<file path="src/rtl/rbu_pkg.sv">
package rbu_pkg;

  typedef enum logic [1:0] {
    BR_ALWAYS = 2'b00,
    BR_IF_NZ  = 2'b01,
    BR_IF_Z   = 2'b10,
    BR_LOOP   = 2'b11
  } br_class_e;

  function automatic int unsigned max2(input int unsigned a, input int unsigned b);
    return (a > b) ? a : b;
  endfunction

endpackage

</file>
<file path="src/rtl/rbu_decide.sv">
module rbu_decide
  import rbu_pkg::*;
#(
  parameter int unsigned CNT_W    = 3,
  parameter int unsigned REG_W    = 8,
  parameter int unsigned ALWAYS_N = 3,
  parameter int unsigned COND_T_N = 3,
  parameter int unsigned COND_F_N = 2,
  parameter int unsigned LOOP_T_N = 4,
  parameter int unsigned LOOP_F_N = 2
) (
  input  br_class_e        cls,
  input  logic             zf,
  input  logic [REG_W-1:0] b_in,
  output logic             go,
  output logic [REG_W-1:0] b_next,
  output logic [CNT_W-1:0] cycles
);

  logic [REG_W-1:0] b_dec;

  assign b_dec = b_in - REG_W'(1);

  always_comb begin
    go     = 1'b0;
    b_next = b_in;
    cycles = CNT_W'(ALWAYS_N);
    unique case (cls)
      BR_ALWAYS: begin
        go     = 1'b1;
        cycles = CNT_W'(ALWAYS_N);
      end
      BR_IF_NZ: begin
        go     = ~zf;
        cycles = go ? CNT_W'(COND_T_N) : CNT_W'(COND_F_N);
      end
      BR_IF_Z: begin
        go     = zf;
        cycles = go ? CNT_W'(COND_T_N) : CNT_W'(COND_F_N);
      end
      BR_LOOP: begin
        b_next = b_dec;
        go     = |b_dec;
        cycles = go ? CNT_W'(LOOP_T_N) : CNT_W'(LOOP_F_N);
      end
      default: begin
        go     = 1'b0;
        cycles = CNT_W'(COND_F_N);
      end
    endcase
  end

endmodule

</file>
<file path="src/rtl/rbu_target.sv">
module rbu_target #(
  parameter int unsigned ADDR_W = 24,
  parameter int unsigned DISP_W = 8
) (
  input  logic [ADDR_W-1:0] pc,
  input  logic [DISP_W-1:0] disp,
  input  logic              go,
  output logic [ADDR_W-1:0] dest
);

  localparam int unsigned EXT_W = ADDR_W - DISP_W;

  logic [ADDR_W-1:0] disp_ext;

  generate
    if (EXT_W > 0) begin : g_ext
      assign disp_ext = {{EXT_W{disp[DISP_W-1]}}, disp};
    end else begin : g_noext
      assign disp_ext = disp[ADDR_W-1:0];
    end
  endgenerate

  assign dest = go ? (pc + disp_ext) : pc;

endmodule

</file>
<file path="src/rtl/rbu_timer.sv">
module rbu_timer #(
  parameter int unsigned CNT_W = 3
) (
  input  logic             clk,
  input  logic             rst_n,
  input  logic             load,
  input  logic [CNT_W-1:0] load_n,
  output logic             busy,
  output logic             fire
);

  logic [CNT_W-1:0] remain;

  always_ff @(posedge clk) begin
    if (!rst_n) begin
      busy   <= 1'b0;
      fire   <= 1'b0;
      remain <= '0;
    end else begin
      fire <= 1'b0;
      if (load) begin
        busy   <= 1'b1;
        remain <= load_n - CNT_W'(1);
      end else if (busy) begin
        if (remain == CNT_W'(1)) begin
          busy   <= 1'b0;
          fire   <= 1'b1;
          remain <= '0;
        end else begin
          remain <= remain - CNT_W'(1);
        end
      end
    end
  end


  remain_live_chk: assert property (@(posedge clk) disable iff (!rst_n)
    busy |-> (remain != '0));


  fire_idle_chk: assert property (@(posedge clk) disable iff (!rst_n)
    fire |-> !busy);

endmodule

</file>
<file path="src/rtl/relbranch_unit.sv">
module relbranch_unit
  import rbu_pkg::*;
#(
  parameter int unsigned ADDR_W   = 24,
  parameter int unsigned DISP_W   = 8,
  parameter int unsigned REG_W    = 8,
  parameter int unsigned ALWAYS_N = 3,
  parameter int unsigned COND_T_N = 3,
  parameter int unsigned COND_F_N = 2,
  parameter int unsigned LOOP_T_N = 4,
  parameter int unsigned LOOP_F_N = 2
) (
  input  logic              clk,
  input  logic              rst_n,
  input  logic              req_valid,
  output logic              req_ready,
  input  logic [1:0]        req_class,
  input  logic [DISP_W-1:0] req_disp,
  input  logic [ADDR_W-1:0] req_pc,
  input  logic              req_zf,
  input  logic [REG_W-1:0]  req_b,
  output logic              done,
  output logic              taken,
  output logic [ADDR_W-1:0] next_pc,
  output logic [REG_W-1:0]  b_out
);

  localparam int unsigned MAX_N =
    max2(max2(ALWAYS_N, COND_T_N), max2(max2(COND_F_N, LOOP_T_N), LOOP_F_N));
  localparam int unsigned CNT_W = $clog2(MAX_N + 1);

  br_class_e        cls;
  logic             go;
  logic [REG_W-1:0] b_next;
  logic [CNT_W-1:0] cycles;
  logic [ADDR_W-1:0] dest;
  logic             busy;
  logic             accept;
  br_class_e        cls_q;

  assign cls       = br_class_e'(req_class);
  assign req_ready = ~busy;
  assign accept    = req_valid & req_ready;

  rbu_decide #(
    .CNT_W(CNT_W), .REG_W(REG_W), .ALWAYS_N(ALWAYS_N), .COND_T_N(COND_T_N),
    .COND_F_N(COND_F_N), .LOOP_T_N(LOOP_T_N), .LOOP_F_N(LOOP_F_N)
  ) u_decide (
    .cls(cls), .zf(req_zf), .b_in(req_b),
    .go(go), .b_next(b_next), .cycles(cycles)
  );

  rbu_target #(.ADDR_W(ADDR_W), .DISP_W(DISP_W)) u_target (
    .pc(req_pc), .disp(req_disp), .go(go), .dest(dest)
  );

  rbu_timer #(.CNT_W(CNT_W)) u_timer (
    .clk(clk), .rst_n(rst_n), .load(accept), .load_n(cycles),
    .busy(busy), .fire(done)
  );

  always_ff @(posedge clk) begin
    if (!rst_n) begin
      taken   <= 1'b0;
      next_pc <= '0;
      b_out   <= '0;
      cls_q   <= BR_ALWAYS;
    end else if (accept) begin
      taken   <= go;
      next_pc <= dest;
      b_out   <= b_next;
      cls_q   <= cls;
    end
  end

  initial begin
    min_cycles_chk: assert (ALWAYS_N >= 2 && COND_T_N >= 2 && COND_F_N >= 2 &&
                            LOOP_T_N >= 2 && LOOP_F_N >= 2);
  end


  done_single_chk: assert property (@(posedge clk) disable iff (!rst_n)
    done |=> !done);


  busy_before_done_chk: assert property (@(posedge clk) disable iff (!rst_n)
    $rose(done) |-> $past(!req_ready));


  result_hold_chk: assert property (@(posedge clk) disable iff (!rst_n)
    !req_ready |=> ($stable(next_pc) && $stable(b_out) && $stable(taken)));


  always_taken_chk: assert property (@(posedge clk) disable iff (!rst_n)
    (done && cls_q == BR_ALWAYS) |-> taken);


  loop_zero_chk: assert property (@(posedge clk) disable iff (!rst_n)
    (done && cls_q == BR_LOOP) |-> (taken == (b_out != '0)));

endmodule

</file>
<file path="config.mk">
export PLATFORM = sky130hd
export DESIGN_NAME = relbranch_unit
export DESIGN_NICKNAME = d
export VERILOG_FILES = /design/src/rtl/rbu_pkg.sv /design/src/rtl/rbu_decide.sv /design/src/rtl/rbu_target.sv /design/src/rtl/rbu_timer.sv /design/src/rtl/relbranch_unit.sv
export SDC_FILE = /design/constraint.sdc
export NUM_CORES = 1
export LEC_CHECK = 0
export CAP_MARGIN = 20
export CORE_ASPECT_RATIO = 1.1
export CORE_MARGIN = 5
export CORE_UTILIZATION = 71
export CTS_BUF_LIST = sky130_fd_sc_hd__clkbuf_2
export CTS_CLUSTER_DIAMETER = 40
export DETAILED_ROUTE_END_ITERATION = 8
export DONT_BUFFER_PORTS = 1
export GPL_TIMING_DRIVEN = 0
export PLACE_DENSITY = 0.95
export SLEW_MARGIN = 15
export SYNTH_ARGS = -nofsm -noshare
export SYNTH_HDL_FRONTEND = slang
export SYNTH_SLANG_ARGS = --single-unit
</file>
<file path="constraint.sdc">
create_clock -name clk -period 5 [get_ports clk]
set_input_delay 0.25 -clock clk [delete_from_list [all_inputs] [get_ports clk]]
set_output_delay 0.25 -clock clk [all_outputs]
set_load 0.01 [all_outputs]
</file>
# Yosys cells after proc, flatten, opt, wreduce, memory -nomap -nowiden
# Index checks and enable logic that the tools add are counted.
[totals] reg_bits=38 in_bits=46 out_inout_bits=35 elab_cells=36
[op_classes] add_sub_neg=4 eq_ne=4 n_mux=14 bitwise=4 reduce_logical=4
[ops] operator="adder 24 bit" n=1
[ops] operator="two-way mux 24 bit" n=1
[ops] operator="two-way mux 3 bit" n=4
[ops] operator="one-hot mux 3 bit (4 select lines)" n=1
[ops] operator="two-way mux 8 bit" n=1
[ops] operator="OR reduction 8 bit" n=1
[ops] operator="subtractor 8 x 1 -> 8 bit (second input constant)" n=1
[ops] operator="two-way mux 1 bit" n=6
[ops] operator="subtractor 3 x 1 -> 3 bit (second input constant)" n=2
[ops] operator="equality test 2 bit (second input constant)" n=2
[ops] operator="one-hot mux 1 bit (4 select lines)" n=1
[ops] operator="equality test 3 x 1 -> 1 bit (second input constant)" n=1
[ops] operator="inverter 1 bit" n=3
[ops] operator="OR reduction 3 bit" n=1
[ops] operator="equality test 2 x 1 -> 1 bit (second input constant)" n=1
[ops] operator="logical NOT 2 bit" n=1
[ops] operator="nonzero test 2 bit" n=1
[ops] operator="AND 1 bit" n=1

# Logic depth before layout (Yosys ltp)
[depth] word_depth=6 depth_mapped=10 depth_no_buf=10

# Hierarchy
# A second synthesis with hierarchy kept.
[unflattened] cells_unflattened=442 hier_area_um2=3587.2
[by_module_without_submodules] module="rbu_target" instances=1 cells_each=219 area_each_um2=1621.6 seq_area_each_um2=0.0
[by_module_without_submodules] module="relbranch_unit" instances=1 cells_each=145 area_each_um2=1362.6 seq_area_each_um2=660.6
[by_module_without_submodules] module="rbu_decide" instances=1 cells_each=47 area_each_um2=317.8 seq_area_each_um2=0.0
[by_module_without_submodules] module="rbu_timer" instances=1 cells_each=31 area_each_um2=285.3 seq_area_each_um2=100.1

# Worst setup path after synthesis
# Ideal clock, no wire load.
[synth_path] path_type="input to register" from="input req_disp[0]" to="register next_pc[18]" setup_time_ns=0.119 arrival_time_ns=2.105 required_ns=4.881 path_slack_ns=2.776 cell_stages=10 n_path_buf=0 path_cell_list="ha_1 inv_1 fa_1 nor2b_1 o2111ai_1 a31oi_1 o32ai_1 o21ba_2 mux2i_1 o221a_2"
[synth_between] elab_chain_cells=2
[synth_rtl] element="start, declared" line_no="relbranch_unit.sv:18" text="input logic [DISP_W-1:0] req_disp,"
[synth_rtl] element="adder 24 bit" line_no="rbu_target.sv:23" text="assign dest = go ? (pc + disp_ext) : pc;"
[synth_rtl] element="two-way mux 24 bit" line_no="rbu_target.sv:23"
[synth_rtl] element="end signal, assigned" line_no="relbranch_unit.sv:70" text="next_pc <= dest;"
[synth_rtl] element="end, declared" line_no="relbranch_unit.sv:24" text="output logic [ADDR_W-1:0] next_pc,"
# Every way passes these cells.
# A chain may end at the register's enable or synchronous reset.

# Worst setup path after layout
# Ends and elaborated chain as after synthesis.

==> impl_metrics.env <==
export IMPL_clk_root_buffer_cell="clkbuf_2"
export IMPL_hold_path_class="input pin to flop"
export IMPL_die_y_um=79.2
export IMPL_htree_levels=2
export IMPL_seqPwrFrac_pct=39.9
export IMPL_drive_above_1_share_pct=6.31
export IMPL_postSynthCellCount=400
export IMPL_start_kind="input pin"
export IMPL_p_int_uw=589
export IMPL_drc_errors=0
export IMPL_cts_resized=0
export IMPL_crit_arrival_ns=2.47
export IMPL_grt_pass1_vias=3020
export IMPL_r2r_start="u_timer.busy$_SDFF_PN0_"
export IMPL_rows=25
export IMPL_drt_initial_drc_count=347
export IMPL_slew_viol_final=0
export IMPL_total_power_uw=922
export IMPL_reg2reg_setup_slack_ns=2.91
export IMPL_gp_congestion=0.970
export IMPL_via_count=3194
export IMPL_vias_per_cell=6.85
export IMPL_hold_violations=1
export IMPL_cts_sinks=38
export IMPL_p_sw_share_pct=36.1
export IMPL_placement_io_buffers=0
export IMPL_cp_max_fo=3
export IMPL_rr_endpoint="b_out[3]$_SDFFE_PN0P_"
export IMPL_io_pins=81
export IMPL_yosys_warnings=0
export IMPL_layout_area_overhead_vs_synth_pct=6.52
export IMPL_critPathLaunch="req_disp[0]"
export IMPL_maxCapViolCount=0
export IMPL_period_minus_slack_ns=2.11
export IMPL_critPathCaptureType="flop"
export IMPL_ff2ff_path_depth=5
export IMPL_clock_path_buffers=2
export IMPL_critical_path_endpoint="next_pc[18]$_SDFFE_PN0P_"
export IMPL_setup_viol=0
export IMPL_synth_async_reset_ratio_pct=0
export IMPL_dominantRegCellSynth="dfxtp_1"
export IMPL_dr_pass1_iters=9
export IMPL_skew_ns=0.0224
export IMPL_antenna_left=0
export IMPL_ys_seq_area_share_pct=24.6
export IMPL_slew_headroom_pct=57.7
export IMPL_yosys_area_top_type="dfxtp_1"
export IMPL_drt_wl_total_um=9240
export IMPL_syn_area_um2=3090
export IMPL_fin_crit_sh_pct=42.2
export IMPL_worstSetupPathType="input pin to flop"
export IMPL_grt_pass1_wl_um=14400
export IMPL_p_per_area_nw_per_um2=280
export IMPL_die_area_um2=5770
export IMPL_power_frac_comb_pct=32.5
export IMPL_ys_seq_elements=38
export IMPL_start_util_pct=72.6
export IMPL_leakagePower_uw=0.00133
export IMPL_synth_edf_count=0
export IMPL_cts_tree="built"
export IMPL_worst_slew_pin_slew_ns=0.634
export IMPL_fin_hold_ws_ns=-0.00115
export IMPL_die_w_um=72.9
export IMPL_core_area_um2=4250
export IMPL_clock_fmax_mhz=474
export IMPL_grt_util_all_layers_pct=31.7
export IMPL_netSwitchingPower_uw=333
export IMPL_cp_required_ns=5.36
export IMPL_clk_latency_ns=0.43
export IMPL_yosysTopAreaCellShare_pct=24.6
export IMPL_ir_drop_v=0.000176
export IMPL_grt_setup_unrepaired="false"
export IMPL_syn_avg_cell_area_um2=7.72
export IMPL_nets=486
export IMPL_grt_start_max_net_pins=21
export IMPL_antenna_cells=0
export IMPL_gr_total_overflow=0
export IMPL_status="complete, but fails checks"
export IMPL_violations="negative hold slack"
export IMPL_clkPwrFrac_pct=27.6
export IMPL_dp_hpwl_um=6600
export IMPL_synth_area_top_cells="dfxtp_1 (25%), ha_1 (11%), a21oi_1 (6.5%)"
export IMPL_avgRoutedWirePerCell_um=19.8
export IMPL_setup_tns_ns=0
export IMPL_cts_buffers=5
export IMPL_clk_pin_slew_ns=0.23
export IMPL_synth_net_count=475
export IMPL_antenna_found_initial=0
export IMPL_synth_cell_types=59
==> cells in the final DEF (no fill, tap or decap), drive strengths merged, types with 7 or more instances in the layout <==
cell type,count
nor3,13
o21a,7
o211ai,7
nand3,7
ha,28
xnor2,14
nand2,40
dfxtp,38
a211oi,17
clkbuf,19
a21oi,41
buf,8
nor2,39
inv,13
xor2,12
o21ai,27
==> power by group through the flow <==
| stage | clock [uW] | sequential (uW) | combinational (uW) |
|---|---|---|---|
| 6_report | 255 | 368 | 299 |
| 5_1_grt | 261 | 371 | 327 |
| 4_1_cts | 251 | 368 | 290 |
| 2_1_floorplan | 0 | 366 | 228 |
| 3_3_place_gp | 0 | 373 | 273 |
| 3_5_place_dp | 0 | 374 | 283 |
==> state kept, by name, summed over array words and instances (netlist names) <==
register,count
u_timer.busy,1
next_pc,24
b_out,8
taken,1
u_timer.fire,1
u_timer.remain,3
==> worst min-delay path by stage <==
stage	startpoint	to	slack [ns]	cells past startpoint
floorplan	req_pc[3]	next_pc[3]$_SDFFE_PN0P_	0.41	2
finish	req_pc[7]	next_pc[7]$_SDFFE_PN0P_	-0.001	2
CTS	req_pc[16]	next_pc[16]$_SDFFE_PN0P_	0.0005	2
global placement	req_valid	u_timer.busy$_SDFF_PN0_	0.43	2
detailed placement	req_pc[15]	next_pc[15]$_SDFFE_PN0P_	0.43	2
global route	req_b[7]	b_out[7]$_SDFFE_PN0P_	0.01	2
==> what timing repair did <==
item                                   CTS  global route
setup endpoints to repair                0             0
endpoints found under the hold margin    3             1
buffers inserted                         0             0
hold buffers                             3             1
==> logic make-up after synthesis <==
group	Yosys count	synth area share [%]
buf+inv	35	4.78
fa+ha+maj	29	12.0
flops	38	24.6
compound gates	138	29.4
mux	7	2.43
simple gates	127	19.4
xor+xnor	26	7.37
==> cell usage after synthesis, drive strengths merged (2+ instances only) <==
| master | number |
|---|---|
| mux2i | 6 |
| nor3b | 2 |
| clkbuf | 14 |
| o21ba | 2 |
| nor3 | 13 |
| or2 | 2 |
| inv | 13 |
| nand2b | 2 |
| buf | 8 |
| dfxtp | 38 |
| nand4 | 5 |
| o211ai | 7 |
| xnor2 | 14 |
| ha | 28 |
| nor2b | 4 |
| nand3 | 7 |
| a21o | 6 |
| a31oi | 6 |
| o21bai | 2 |
| a221oi | 2 |
| or3 | 5 |
| o22ai | 2 |
| and3 | 4 |
| a311oi | 3 |
| nor2 | 39 |
| xor2 | 12 |
| nand2 | 40 |
| o21a | 7 |
| a211oi | 17 |
| o311ai | 2 |
| a21oi | 41 |
| a21boi | 2 |
| o21ai | 27 |
==> layout make-up <==
cell class,instances,area [um^2]
Sequential cell,38,761
Multi-Input combinational cell,327,2180
Clock inverter,3,68.8
Inverter,13,48.8
Clock buffer,5,25.0
Tap cell,54,67.6
Timing Repair Buffer,4,40.0
Buffer,22,98.8
Fill cell,314,965
==> per-stage QoR <==
stage | instances | cell area, um^2 | utilization [%] | worst slack [ns]
after global placement | 454 | 3160 | 74.2 | 2.50
after detailed placement | 454 | 3160 | 74.2 | 2.48
after CTS | 465 | 3280 | 77.1 | 2.93
after floorplan | 400 | 3090 | - | 2.78
after global routing | 466 | 3290 | 77.3 | 2.74
final | 466 | 3290 | 77.3 | 2.89
==> routing by layer <==
layer / global-route usage [%] / routed length [um] / vias up / share of wire, %
met5: 0 / 0 / - / 0
met4: 13.5 / 361 / 0 / 3.9
met3: 9.11 / 1130 / 40 / 12
met2: 53.8 / 4370 / 229 / 47
met1: 36.7 / 3380 / 1443 / 37
li1: - / - / 1482 / -
==> critical path, stage by stage <==
cell and delay [ns]:
ha_1 0.19, inv_1 0.07, fa_1 0.38, nor2b_1 0.20, o2111ai_1 0.16, a31oi_1 0.35, o32ai_1 0.24, o21ba_2 0.27
mux2i_1 0.11, o221a_2 0.24
Power figures use the tool's default switching activity.
